--- src/rtl/up_map_pkg.sv ---
package up_map_pkg;
  typedef enum logic [1:0] {
    REQ_HP_RD    = 2'd0,
    REQ_HP_WR    = 2'd1,
    REQ_LP_FENCE = 2'd2,
    REQ_PCI_NP   = 2'd3
  } req_kind_e;

  typedef enum logic {
    CMD_RD_SIZED = 1'b0,
    CMD_WR_SIZED = 1'b1
  } link_cmd_e;

  typedef struct packed {
    link_cmd_e cmd;
    logic      posted;
    logic      pass_pw;
    logic      rsp_pass_pw;
  } link_flags_t;
endpackage

--- src/rtl/up_map_tag_ctr.sv ---
module up_map_tag_ctr #(
  parameter int unsigned NUM_TAGS = 28,
  parameter int unsigned TAG_W    = $clog2(NUM_TAGS + 1)
) (
  input  logic             clk_i,
  input  logic             rst_ni,
  input  logic             adv_i,
  output logic [TAG_W-1:0] tag_o
);
  localparam logic [TAG_W-1:0] LAST = TAG_W'(NUM_TAGS - 1);

  logic [TAG_W-1:0] tag_q;

  always_ff @(posedge clk_i or negedge rst_ni) begin
    if (!rst_ni)    tag_q <= '0;
    else if (adv_i) tag_q <= (tag_q == LAST) ? '0 : tag_q + 1'b1;
  end

  assign tag_o = tag_q;

  a_r1_tag_range: assert property (@(posedge clk_i) disable iff (!rst_ni)
    tag_o <= LAST);
  a_r1_wrap: assert property (@(posedge clk_i) disable iff (!rst_ni)
    (adv_i && tag_o == LAST) |=> tag_o == '0);
  a_r1_hold: assert property (@(posedge clk_i) disable iff (!rst_ni)
    !adv_i |=> $stable(tag_o));
endmodule

--- src/rtl/up_map_track.sv ---
module up_map_track #(
  parameter int unsigned NUM_SLOTS = 29,
  parameter int unsigned TAG_W     = $clog2(NUM_SLOTS)
) (
  input  logic                 clk_i,
  input  logic                 rst_ni,
  input  logic                 set_i,
  input  logic [TAG_W-1:0]     set_tag_i,
  input  logic                 clr_i,
  input  logic [TAG_W-1:0]     clr_tag_i,
  output logic [NUM_SLOTS-1:0] busy_o,
  output logic                 err_o
);
  logic [NUM_SLOTS-1:0] busy_q;
  logic                 clr_in_range, clr_hit, err_q;

  assign clr_in_range = 32'(clr_tag_i) < NUM_SLOTS;
  assign clr_hit      = clr_i && clr_in_range && busy_q[clr_tag_i];

  for (genvar g = 0; g < NUM_SLOTS; g++) begin : g_slot
    always_ff @(posedge clk_i or negedge rst_ni) begin
      if (!rst_ni)
        busy_q[g] <= 1'b0;
      else if (set_i && 32'(set_tag_i) == g)
        busy_q[g] <= 1'b1;
      else if (clr_hit && 32'(clr_tag_i) == g)
        busy_q[g] <= 1'b0;
    end
  end

  always_ff @(posedge clk_i or negedge rst_ni) begin
    if (!rst_ni) err_q <= 1'b0;
    else         err_q <= clr_i && !clr_hit;
  end

  assign busy_o = busy_q;
  assign err_o  = err_q;

  a_r2_set_free: assert property (@(posedge clk_i) disable iff (!rst_ni)
    set_i |-> !busy_q[set_tag_i]);
  a_r8_err_cause: assert property (@(posedge clk_i) disable iff (!rst_ni)
    err_o |-> $past(clr_i));
  a_r8_err_keeps: assert property (@(posedge clk_i) disable iff (!rst_ni)
    (clr_i && !clr_hit && !set_i) |=> $stable(busy_q));
endmodule

--- src/rtl/up_map_xlate.sv ---
module up_map_xlate
  import up_map_pkg::*;
#(
  parameter int unsigned TAG_W   = 5,
  parameter int unsigned UID_W   = 5,
  parameter int unsigned PCI_TAG = 28
) (
  input  req_kind_e         kind_i,
  input  logic [UID_W-1:0]  base_uid_i,
  input  logic [TAG_W-1:0]  gfx_tag_i,
  output logic [UID_W-1:0]  uid_o,
  output logic [TAG_W-1:0]  tag_o,
  output link_flags_t       flags_o,
  output logic              emits_o
);
  always_comb begin
    uid_o   = base_uid_i + UID_W'(2);
    tag_o   = '0;
    flags_o = '{cmd: CMD_RD_SIZED, posted: 1'b0, pass_pw: 1'b0, rsp_pass_pw: 1'b0};
    emits_o = 1'b1;
    unique case (kind_i)
      REQ_HP_RD: begin
        tag_o   = gfx_tag_i;
        flags_o = '{cmd: CMD_RD_SIZED, posted: 1'b0, pass_pw: 1'b1, rsp_pass_pw: 1'b1};
      end
      REQ_HP_WR: begin
        flags_o = '{cmd: CMD_WR_SIZED, posted: 1'b1, pass_pw: 1'b1, rsp_pass_pw: 1'b0};
      end
      REQ_PCI_NP: begin
        uid_o = base_uid_i + UID_W'(1);
        tag_o = TAG_W'(PCI_TAG);
      end
      default: emits_o = 1'b0;
    endcase
  end
endmodule

--- src/rtl/up_req_mapper.sv ---
module up_req_mapper
  import up_map_pkg::*;
#(
  parameter int unsigned NUM_TAGS = 28,
  parameter int unsigned UID_W    = 5,
  parameter int unsigned TAG_W    = $clog2(NUM_TAGS + 1)
) (
  input  logic             clk_i,
  input  logic             rst_ni,
  input  logic [UID_W-1:0] base_uid_i,
  input  logic             req_valid_i,
  input  logic [1:0]       req_kind_i,
  output logic             req_ready_o,
  input  logic             rsp_valid_i,
  input  logic [TAG_W-1:0] rsp_tag_i,
  output logic             rsp_err_o,
  output logic             desc_valid_o,
  input  logic             desc_ready_i,
  output logic [UID_W-1:0] desc_uid_o,
  output logic [TAG_W-1:0] desc_tag_o,
  output logic             desc_cmd_o,
  output logic             desc_posted_o,
  output logic             desc_pass_pw_o,
  output logic             desc_rsp_pass_pw_o
);
  localparam int unsigned NUM_SLOTS = NUM_TAGS + 1;
  localparam int unsigned PCI_TAG   = NUM_TAGS;

  req_kind_e            kind;
  logic [TAG_W-1:0]     gfx_tag, xl_tag;
  logic [UID_W-1:0]     xl_uid;
  link_flags_t          xl_flags;
  logic                 xl_emits;
  logic [NUM_SLOTS-1:0] busy;
  logic                 slot_free, fire, load, take_tag;

  logic                 dv_q;
  logic [UID_W-1:0]     uid_q;
  logic [TAG_W-1:0]     tag_q;
  link_flags_t          flags_q;

  assign kind = req_kind_e'(req_kind_i);

  up_map_tag_ctr #(.NUM_TAGS(NUM_TAGS), .TAG_W(TAG_W)) u_tag_ctr (
    .clk_i  (clk_i),
    .rst_ni (rst_ni),
    .adv_i  (fire && kind == REQ_HP_RD),
    .tag_o  (gfx_tag)
  );

  up_map_xlate #(.TAG_W(TAG_W), .UID_W(UID_W), .PCI_TAG(PCI_TAG)) u_xlate (
    .kind_i     (kind),
    .base_uid_i (base_uid_i),
    .gfx_tag_i  (gfx_tag),
    .uid_o      (xl_uid),
    .tag_o      (xl_tag),
    .flags_o    (xl_flags),
    .emits_o    (xl_emits)
  );

  up_map_track #(.NUM_SLOTS(NUM_SLOTS), .TAG_W(TAG_W)) u_track (
    .clk_i     (clk_i),
    .rst_ni    (rst_ni),
    .set_i     (fire && take_tag),
    .set_tag_i (xl_tag),
    .clr_i     (rsp_valid_i),
    .clr_tag_i (rsp_tag_i),
    .busy_o    (busy),
    .err_o     (rsp_err_o)
  );

  assign slot_free = !dv_q || desc_ready_i;
  assign take_tag  = (kind == REQ_HP_RD) || (kind == REQ_PCI_NP);

  always_comb begin
    unique case (kind)
      REQ_HP_RD:    req_ready_o = slot_free && !busy[gfx_tag];
      REQ_HP_WR:    req_ready_o = slot_free;
      REQ_PCI_NP:   req_ready_o = slot_free && !busy[PCI_TAG];
      default:      req_ready_o = (busy == '0);
    endcase
  end

  assign fire = req_valid_i && req_ready_o;
  assign load = fire && xl_emits;

  always_ff @(posedge clk_i or negedge rst_ni) begin
    if (!rst_ni) begin
      dv_q    <= 1'b0;
      uid_q   <= '0;
      tag_q   <= '0;
      flags_q <= '0;
    end else if (load) begin
      dv_q    <= 1'b1;
      uid_q   <= xl_uid;
      tag_q   <= xl_tag;
      flags_q <= xl_flags;
    end else if (desc_ready_i) begin
      dv_q    <= 1'b0;
    end
  end

  assign desc_valid_o       = dv_q;
  assign desc_uid_o         = uid_q;
  assign desc_tag_o         = tag_q;
  assign desc_cmd_o         = flags_q.cmd;
  assign desc_posted_o      = flags_q.posted;
  assign desc_pass_pw_o     = flags_q.pass_pw;
  assign desc_rsp_pass_pw_o = flags_q.rsp_pass_pw;

  a_r9_hold: assert property (@(posedge clk_i) disable iff (!rst_ni)
    (desc_valid_o && !desc_ready_i) |=> desc_valid_o && $stable(desc_tag_o)
      && $stable(desc_uid_o) && $stable(desc_cmd_o) && $stable(desc_posted_o));
  a_r7_fence_silent: assert property (@(posedge clk_i) disable iff (!rst_ni)
    (req_valid_i && req_ready_o && kind == REQ_LP_FENCE && !desc_valid_o) |=> !desc_valid_o);
  a_r5_posted_write: assert property (@(posedge clk_i) disable iff (!rst_ni)
    (desc_valid_o && desc_posted_o) |-> desc_cmd_o && desc_pass_pw_o && !desc_rsp_pass_pw_o);
  a_r3_pci_flags: assert property (@(posedge clk_i) disable iff (!rst_ni)
    (desc_valid_o && desc_tag_o == TAG_W'(PCI_TAG)) |-> !desc_pass_pw_o && !desc_posted_o);
  a_r2_full_stall: assert property (@(posedge clk_i) disable iff (!rst_ni)
    (busy[NUM_TAGS-1:0] == '1 && kind == REQ_HP_RD) |-> !req_ready_o);
endmodule

--- config.mk ---
export PLATFORM = sky130hd
export DESIGN_NAME = up_req_mapper
export DESIGN_NICKNAME = d
export VERILOG_FILES = /design/src/rtl/up_map_pkg.sv /design/src/rtl/up_map_tag_ctr.sv /design/src/rtl/up_map_track.sv /design/src/rtl/up_map_xlate.sv /design/src/rtl/up_req_mapper.sv
export SDC_FILE = /design/constraint.sdc
export NUM_CORES = 1
export LEC_CHECK = 0
export BUFFER_PORTS_ARGS = -buffer_cell sky130_fd_sc_hd__buf_2
export CAP_MARGIN = 20
export CORE_UTILIZATION = 55
export CTS_BUF_LIST = sky130_fd_sc_hd__clkbuf_16
export DETAILED_ROUTE_END_ITERATION = 8
export GPL_TIMING_DRIVEN = 0
export PLACE_DENSITY = 0.84
export SETUP_SLACK_MARGIN = 0.15
export SYNTH_ARGS = -nofsm -noshare
export SYNTH_HDL_FRONTEND = slang
export SYNTH_SLANG_ARGS = --single-unit
export TNS_END_PERCENT = 50
--- constraint.sdc ---
create_clock -name clk_i -period 7.5 [get_ports clk_i]
set_input_delay 0.375 -clock clk_i [delete_from_list [all_inputs] [get_ports clk_i]]
set_output_delay 0.375 -clock clk_i [all_outputs]
set_load 0.02 [all_outputs]
### After elaboration in Yosys (flattened, before gate mapping)

Cells that the tools add are included.
Widths: inputs -> output; s select.

| storage, ports and cells | value |
|---|---|
| register bits after elaboration | 50 |
| latch bits | 0 |
| bits in writable memories | 0 |
| memory bits (read-only) | 0 |
| bits of input ports | 17 |
| output and inout port bits | 17 |
| logic and storage cells | 281 |
| memories kept | 0 |

| operators by class | value |
|---|---|
| add/subtract/negate cells | 3 |
| multiply operators | 0 |
| divide/modulo/power cells | 0 |
| $lt $le $gt $ge | 3 |
| equality and inequality tests | 59 |
| shifts and indexed selects | 0 |
| muxes and demuxes | 70 |
| bitwise operators | 0 |
| reductions and logical operators | 108 |

Operators by type and width:

| operator | number |
|---|---|
| $eq 5x5->1 const B | 27 |
| $eq 5x4->1 const B | 16 |
| $logic_and 1x1->1 | 67 |
| $mux 1 | 63 |
| $reduce_bool 2->1 | 30 |
| $eq 5x3->1 const B | 8 |
| $logic_not 29->1 | 1 |
| $eq 5x2->1 const B | 4 |
| $lt 5x6->1 const B | 2 |
| $add 5x1->5 const B | 2 |
| $bmux 1 s5 | 2 |
| $eq 5x1->1 const B | 2 |
| $logic_not 5->1 | 2 |
| $mux 5 | 2 |
| $pmux 5 s2 | 1 |
| $pmux 4 s2 | 1 |
| $add 5x2->5 const B | 1 |
| $lt 5x5->1 const B | 1 |
| $logic_not 1->1 | 4 |
| $pmux 1 s3 | 1 |
| $reduce_or 3->1 | 1 |
| $eq 2x1->1 const B | 1 |
| $eq 2x2->1 const B | 1 |
| $logic_not 2->1 | 1 |
| $logic_or 1x1->1 | 2 |

### Depth between registers and ports, before layout

Gate-level depths: netlist (run 1).

| depth | value |
|---|---|
| word-level depth | 9 |
| gate-level depth with buffers | 10 |
| mapped depth without buffers | 8 |

### Cells and area by module

A second synthesis (run 1) with hierarchy kept.

| second synthesis, totals | value |
|---|---|
| cell total of the unflattened synthesis | 308 |
| area total of the unflattened synthesis | 3385.7 um2 |

Modules (own cells, without submodules):

| module | times used | cells each | area each (um2) | sequential area each (um2) |
|---|---|---|---|---|
| up_map_track | 1 | 166 | 1776.7 | 750.7 |
| up_req_mapper | 1 | 86 | 1107.3 | 375.4 |
| up_map_xlate | 1 | 34 | 267.8 | 0.0 |
| up_map_tag_ctr | 1 | 22 | 234.0 | 125.1 |

### Worst setup path before layout (run 1)

Ideal clock, no wire load.

| path | value |
|---|---|
| path kind | flip-flop to flip-flop |
| start point | register u_tag_ctr.tag_q[1], in the netlist u_tag_ctr.tag_o[1] |
| end point | register u_tag_ctr.tag_q[4], in the netlist u_tag_ctr.tag_o[4] |
| arrival | 2286 ps |
| required time | 7375 ps |
| setup slack | 5089 ps |
| stages on the path, launching flop included | 9 |
| buffers on the path | 2 |
| path through | dfrtp_1 > buf_4 > mux4_2 > mux2_2 > o2111ai_1 > a31oi_1 > buf_2 > nor3_1 > mux2_2 |

| between the ends | value |
|---|---|
| word-level cells in the longest chain between the ends | 7 |
| elaborated cells on any way between the ends | 10 |
| classes of those cells | add/sub: 1; eq/ne: 1; mux: 4; reduce/logical: 4 |

Ends and longest elaborated chain:

| what | RTL line | source |
|---|---|---|
| start: declaration | up_map_tag_ctr.sv:12 | `logic [TAG_W-1:0] tag_q;` |
| start signal: assignment | up_map_tag_ctr.sv:16 | `else if (adv_i) tag_q <= (tag_q == LAST) ? '0 : tag_q + 1'b1;` |
| $bmux 1 s5 | up_req_mapper.sv:77 | `REQ_HP_RD: req_ready_o = slot_free && !busy[gfx_tag];` |
| $mux 1 (implied by the code) | up_req_mapper.sv:77 |  |
| $logic_not 1->1 | up_req_mapper.sv:77 |  |
| $logic_and 1x1->1 | up_req_mapper.sv:77 |  |
| $pmux 1 s3 | up_req_mapper.sv:76 | `unique case (kind)` |
| $logic_and 1x1->1 | up_req_mapper.sv:84 | `assign fire = req_valid_i && req_ready_o;` |
| $logic_and 1x1->1 | up_req_mapper.sv:47 | `.adv_i (fire && kind == REQ_HP_RD),` |

Several ways; a longest one is shown, not always the timed one. The select of a mux whose other input is x is not followed.
A chain may end at the register's enable or synchronous reset.

### Worst setup path in the final report (run 1)

| path | value |
|---|---|
| start point | register u_tag_ctr.tag_q[0], in the netlist u_tag_ctr.tag_o[0] |
| end point | output req_ready_o |

| between the ends | value |
|---|---|
| word-level cells in the longest chain between the ends | 5 |

Ends and longest elaborated chain:

| what | RTL line | source |
|---|---|---|
| $bmux 1 s5 | up_req_mapper.sv:77 |  |
| $mux 1 (implied by the code) | up_req_mapper.sv:77 |  |
| $logic_not 1->1 | up_req_mapper.sv:77 |  |
| $logic_and 1x1->1 | up_req_mapper.sv:77 |  |
| $pmux 1 s3 | up_req_mapper.sv:76 |  |
| end: declaration | up_req_mapper.sv:13 | `output logic req_ready_o,` |

No other way between the ends. The select of a mux whose other input is x is not followed.

==> reports/metrics.cfg, run 1 <==
[synth]
synth_edf_count=0
yosys-top-cells-area=dfrtp_1, mux4_2, o31ai_1
yosysMostFrequentCell=dfrtp_1
ys_seq_area_share_pct=40.68
synth_top_cell_area_share_pct=40.68
postSynthAreaPerCell_um2=10.43
yosys-top-cells-count=dfrtp_1, o21ai_0, o31ai_1, nand2_1, mux4_2
syn_inst=289
synth-async-reset-ratio_pct=100.0
synth_area_um2=3014
synth_ff_type=dfrtp_1
synth.ff_latch_count=49
ys_types=45
synth_nets=313
yosysWarnings=0
synth_top_cell_by_area=dfrtp_1

[floorplanning]
ios=34
core-area_um2=5205
fp.dieH_um=76.03
die_x_um=76.03
fp.dieArea_um2=5781
rows=26
start_util_pct=57.91

[timing]
holdWs_ns=0.06028
worst_pin_slew_ns=0.7045
fmax_mhz=320.8
finalSetupTns_ns=0
slew_headroom_pct=52.37
slew_viol_final=0
period_minus_slack_ns=3.118
rsz0062_at_grt=false
hold_violations=0
period_share_pct=41.57
finalClockSkew_ns=0.004738
setup_viol=0
worst_slack_ns=4.382

[global_route]
grt_pass1_wl_um=14030
grt_max_degree=50
grt_pass1_vias=2701
antenna_found_initial=0
grt_usage_pct=31.46
grt.overflow.total=0

[power_and_ir_drop]
ir_worst_vdd_mv=0.1583
pwr-share-clk_pct=22.7
p_comb_share_pct=39.4
power_switching_mw=0.3744
seqPwrFrac_pct=37.9
intPower_mw=0.5956
p_leak_nw=1.421
power_density_nw_per_um2=284.0
switching_share_pct=38.59

[detailed_routing]
vias=2690
drt_iter0_markers=409
postRouteAntennaNets=0
viasPerCell=6.742
wirelength_um=8413
first_pass_iters=5
drc=0
wl_per_cell_um=21.09

[final_layout]
fin_nets=352
area_delta_synth_final_pct=13.33
final_core_utilization_pct=65.63
diodes=0
final_layout_size_suffix_gt1_share_pct=24.32

[hold_path]
min_path_type=in2async

[setup_path]
cp_max_fo=10
path_cells=clkbuf_1 > inv_1 > a221oi_1 > o2111ai_1 > a31oi_1 > buf_2 > inv_1 > buf_2
slowest_delay_ns=0.46
crit_slowest_cell=a31oi_1
cp_data_arrival_time_ns=2.74
worstSetupPathType=reg2out
cp-start-kind=flop
cp-end-kind=output port
cp.required_ns=7.12

[outcome]
status=completed

[clock_tree]
htreeDepth=2
cts_buffers=5
cts.sinks=49
tritoncts=built
clockBufferDepth=2
postCtsSetupRepairBufs=0
cts-root-buf=clkbuf_16
hold_buffers=0
cts_resized=0
clk_pin_slew_ns=0.07
clock_latency_ns=0.29

[placement]
dpl.hpwl_um=5881
pre_cts_slack_ns=4.798
gp_congestion=0.9202
port_buffers=31

[run]
drv_cap=0

==> layout by cell type, fill, tap and decap left out, drive strengths merged, types with 6 or more instances in the layout <==
cell type and n:
nor2 9, inv 9, o41ai 7, ha 7
nand3 9, buf 43, nand2 21, nor4 6
nand2b 7, mux2 12, o21ai 36, mux4 14
o31ai 30, clkbuf 15, dfrtp 49, a21oi 9
==> worst max-delay path: cells and delay by family, from the launching register on <==
kind	cells	cell delay [ns]
buffers and inverters	5	1.16
AO/OA/AOI/OAI	3	0.89
flip-flops	1	0.39
==> per-stage QoR <==
| stage | area [um^2] | total power, mW | instances |
|---|---|---|---|
| 3_3_place_gp | 3257 | 0.7311 | 390 |
| 6_report | 3416 | 0.9700 | 399 |
| 2_1_floorplan | 3014 | 0.6259 | 289 |
| 5_1_grt | 3416 | 1.019 | 399 |
| 3_5_place_dp | 3257 | 0.7444 | 390 |
| 4_1_cts | 3396 | 0.9620 | 398 |
==> registers in the layout (all words and copies together) (netlist names) <==
name,count
u_track.err_o,1
desc_tag_o,5
desc_pass_pw_o,1
desc_rsp_pass_pw_o,1
desc_valid_o,1
desc_uid_o,5
u_tag_ctr.tag_o,5
desc_posted_o,1
u_track.busy_o,29
==> layer usage <==
layer | part of all wire (%) | track usage [%] | up-vias | wire length (um)
met5 | 0 | 5.455 | - | 0
met1 | 41 | 43.63 | 1311 | 3432
met4 | 1.3 | 11.15 | 0 | 112
met2 | 48 | 48.64 | 169 | 4072
li1 | - | - | 1190 | -
met3 | 9.5 | 6.707 | 20 | 796
==> power by group through the flow <==
stage          logic [mW]  registers, mW  clock network [mW]
2_1_floorplan       0.232          0.394                   0
3_3_place_gp        0.363          0.368                   0
3_5_place_dp        0.374          0.370                   0
4_1_cts             0.376          0.366               0.220
5_1_grt             0.413          0.375               0.231
6_report            0.382          0.368               0.220
==> kinds of logic (layout without fill, tap and decap cells) <==
| group | count (synthesis) | after routing | share of synthesized area, % |
|---|---|---|---|
| xor gates and xnor gates | 4 | 4 | 1.163 |
| muxes | 30 | 30 | 16.27 |
| and+or+nand+nor | 77 | 77 | 13.82 |
| AOI/OAI and AO/OA | 93 | 93 | 20.17 |
| buffers and inverters | 29 | 69 | 4.981 |
| DFF | 49 | 49 | 40.68 |
| adders and majority gates | 7 | 7 | 2.906 |
==> layout make-up <==
type                            count  area (um^2)
Clock buffer                        5        125.1
Sequential cell                    49         1226
Clock inverter                      3        13.76
Tap cell                           70        87.58
Buffer                             21        120.1
Timing Repair Buffer               32        175.2
Fill cell                         429         1789
Multi-Input combinational cell    211         1638
Inverter                            8        30.03
==> worst paths after layout <==
kind,slack (ns),to,depth (start not counted),startpoint
setup / recovery,4.38,req_ready_o,8,u_tag_ctr.tag_o[0]
hold / removal,0.06,u_track.busy_o[9],1,rst_ni
setup reg to reg,4.71,u_tag_ctr.tag_o[4],8,u_tag_ctr.tag_o[0]
hold reg to reg,0.50,desc_rsp_pass_pw_o,1,desc_rsp_pass_pw_o
max in group asynchronous,6.91,u_track.busy_o[21],2,rst_ni
min in group clk_i,0.35,u_track.err_o,3,rsp_valid_i
(Power assumes the default switching activity.)
==> run 2: changes to the inputs <==
--- a/config.mk
+++ b/config.mk
@@ -7,7 +7,7 @@
 export LEC_CHECK = 0
 export BUFFER_PORTS_ARGS = -buffer_cell sky130_fd_sc_hd__buf_2
 export CAP_MARGIN = 20
-export CORE_UTILIZATION = 55
+export CORE_UTILIZATION = 53
 export CTS_BUF_LIST = sky130_fd_sc_hd__clkbuf_16
 export DETAILED_ROUTE_END_ITERATION = 8
 export GPL_TIMING_DRIVEN = 0
==> constraint.sdc (replaced) <==
create_clock -name clk_i -period 2.7 [get_ports clk_i]
set_input_delay 0.135 -clock clk_i [delete_from_list [all_inputs] [get_ports clk_i]]
set_output_delay 0.135 -clock clk_i [all_outputs]
set_load 0.02 [all_outputs]
==> run 2 against run 1 <==
First-iteration DRC count is 7.6% higher. Combinational power rose to 3.3 times the previous value. Largest power group unchanged. Final cell count increased by 2.3%. Critical endpoint unchanged. Sequential power rose to 2.8 times the previous value. Clock skew up 0.0056 ns. Cell area increased by 7.5%. Via count is 8.3% higher. Critical path depth rose by 1.
==> reports/metrics.cfg, run 2 (synthesis gave the netlist of run 1 again) <==
[outcome]
status=completed

[power_and_ir_drop]
p_comb_share_pct=43.5  ; +4.1 points
ir_worst_vdd_mv=0.4068  ; +160%
switching_share_pct=39.80  ; +1.2 points
power_switching_mw=1.163  ; +210%
seqPwrFrac_pct=35.4  ; -2.5 points
pwr-share-clk_pct=21.1  ; -1.6 points
intPower_mw=1.759  ; +200%
power_density_nw_per_um2=795.8  ; +180%
p_leak_nw=1.542  ; +8.5%

[clock_tree]
cts.sinks=49  ; unchanged
cts_buffers=5  ; unchanged
htreeDepth=2  ; unchanged
cts-root-buf=clkbuf_16
clk_pin_slew_ns=0.07  ; about the same
tritoncts=built
clock_latency_ns=0.29  ; about the same
clockBufferDepth=2  ; unchanged

[timing]
setup_viol=0  ; unchanged
finalClockSkew_ns=0.01032  ; +0.005580 ns
finalSetupTns_ns=0  ; unchanged
rsz0062_at_grt=true
slew_headroom_pct=57.54  ; +5.2 points
period_minus_slack_ns=2.610
fmax_mhz=383.2
hold_violations=0  ; unchanged
slew_viol_final=0  ; unchanged
period_share_pct=96.65
holdWs_ns=0.09704  ; +0.03676 ns
worst_pin_slew_ns=0.6281  ; -0.07644 ns

[final_layout]
final_cells=408  ; +2.3%
diodes=0  ; unchanged
final_layout_size_suffix_gt1_share_pct=33.33  ; +9.0 points
area_delta_synth_final_pct=21.83
final_cell_mix=dfrtp_1, o21ai_0, buf_2, nand2_1, o31ai_1
fin_area_um2=3672  ; +7.5%
fin_nets=359  ; +2.0%
largest_register_ffs=29  ; unchanged
final_common_cell=dfrtp_1

[detailed_routing]
wl_per_cell_um=22.50  ; +6.7%
dr_wl_met3_um=930  ; +17%
vias=2912  ; +8.3%
drt_iter0_markers=440  ; +7.6%
route.met2.wl_um=4464  ; +9.6%
wirelength_um=9181  ; +9.1%
postRouteAntennaNets=0  ; unchanged
viasPerCell=7.137  ; +5.9%
top_layer=met4
met1_length_um=3384  ; -1.4%
drc=0  ; unchanged
first_pass_iters=6  ; +1

[floorplanning]
die_x_um=77.41  ; +1.8%
fp.dieArea_um2=5992  ; +3.7%
ios=34  ; unchanged
fp.dieH_um=77.41  ; +1.8%
core-area_um2=5507  ; +5.8%
rows=27  ; +3.8%
start_util_pct=54.74  ; -3.2 points

[hold_path]
min_path_type=in2reg

[global_route]
grt_pass1_vias=2774  ; +2.7%
antenna_found_initial=0  ; unchanged
grt.overflow.total=0  ; unchanged
grt_pass1_wl_um=13850  ; -1.3%
grt_usage_pct=30.23  ; -1.2 points
grt_max_degree=50  ; unchanged

[placement]
port_buffers=31  ; unchanged
gp_congestion=0.9996  ; +8.6%
placed_cell_area_um2=3259  ; about the same
dpl.hpwl_um=5878  ; about the same
dp.cells=392  ; +0.51%

[setup_path]
cp-end-kind=output port
cp_data_arrival_time_ns=2.47  ; -0.27 ns
worstSetupPathType=reg2out
cp.required_ns=2.57  ; -4.55 ns
cp-start-kind=flop
cp_max_fo=10  ; unchanged

[run]
drv_cap=0  ; unchanged

==> run 2: changes by cell type in the layout (fill, tap and decap cells not counted), sizes merged <==
cell,previous run,this run
buf,43,48
clkbuf,15,16
dlygate4sd3,0,1
==> run 2: final cells by class <==
cell class / instances / area [um^2]
fillers: 397 / 1834
multi-input cells: 211 / 1822
flip-flops and latches: 49 / 1227
repair buffers: 39 / 227.7
plain buffers: 21 / 136.4
clock buffers: 5 / 125.1
well taps: 72 / 90.09
inverters: 8 / 30.03
clock inverters: 3 / 13.76
==> run 2: metal layers <==
layer  up-vias  track usage [%]
li1       1206                -
met1      1428            39.05
met2       223            47.88
met3        55            6.118
met4         0            16.23
met5         -                0
==> run 2: through the flow <==
stage / worst slack (ns) / total power [mW] / utilization, %
finish: 0.09049 / 2.922 / 66.69
global route: 0.05524 / 3.037 / 66.69
CTS: 0.1685 / 2.749 / 63.01
detailed placement: -0.01033 / 2.074 / 59.19
global placement: 0.07588 / 2.025 / 59.19
floorplan: 0.2889 / 1.739 / -
==> run 2: path summary, 6_finish.rpt <==
| path | from | slack, ns | cells after the start | endpoint |
|---|---|---|---|---|
| setup / recovery | u_tag_ctr.tag_o[1] | 0.09 | 9 | req_ready_o |
| hold / removal | rsp_valid_i | 0.1 | 3 | u_track.err_o |
| setup reg to reg | u_tag_ctr.tag_o[1] | 0.14 | 10 | u_track.busy_o[12] |
| hold reg to reg | desc_uid_o[2] | 0.51 | 1 | desc_uid_o[2] |
| max in group asynchronous | rst_ni | 1.86 | 3 | u_track.busy_o[10] |
| min in group asynchronous | rst_ni | 0.30 | 2 | desc_tag_o[1] |
==> run 2: worst max-delay path, stage by stage (launching register included) <==
cell and delay, ns:
dfrtp_1 0.39, buf_6 0.14, clkbuf_4 0.19, mux2i_1 0.17, a221oi_1 0.41, o2111ai_2 0.18
a31oi_4 0.31, buf_6 0.18, inv_1 0.05, buf_2 0.15
==> run 2: power by group through the flow <==
stage / clock (mW) / combinational [mW] / sequential [mW]
floorplan: 0 / 0.645 / 1.09
global placement: 0 / 1.00 / 1.02
detailed placement: 0 / 1.04 / 1.03
CTS: 0.613 / 1.11 / 1.02
global route: 0.641 / 1.34 / 1.05
finish: 0.615 / 1.27 / 1.04
==> run 2: what timing repair did <==
item / in CTS / in global routing
pin swaps: 1 / 3
endpoints found under the setup margin: 43 / 39
gates resized for setup: 12 / 28
cloned: 0 / 0
hold endpoints to repair: 0 / 15
setup buffers: 2 / 4
hold buffers: 0 / 1
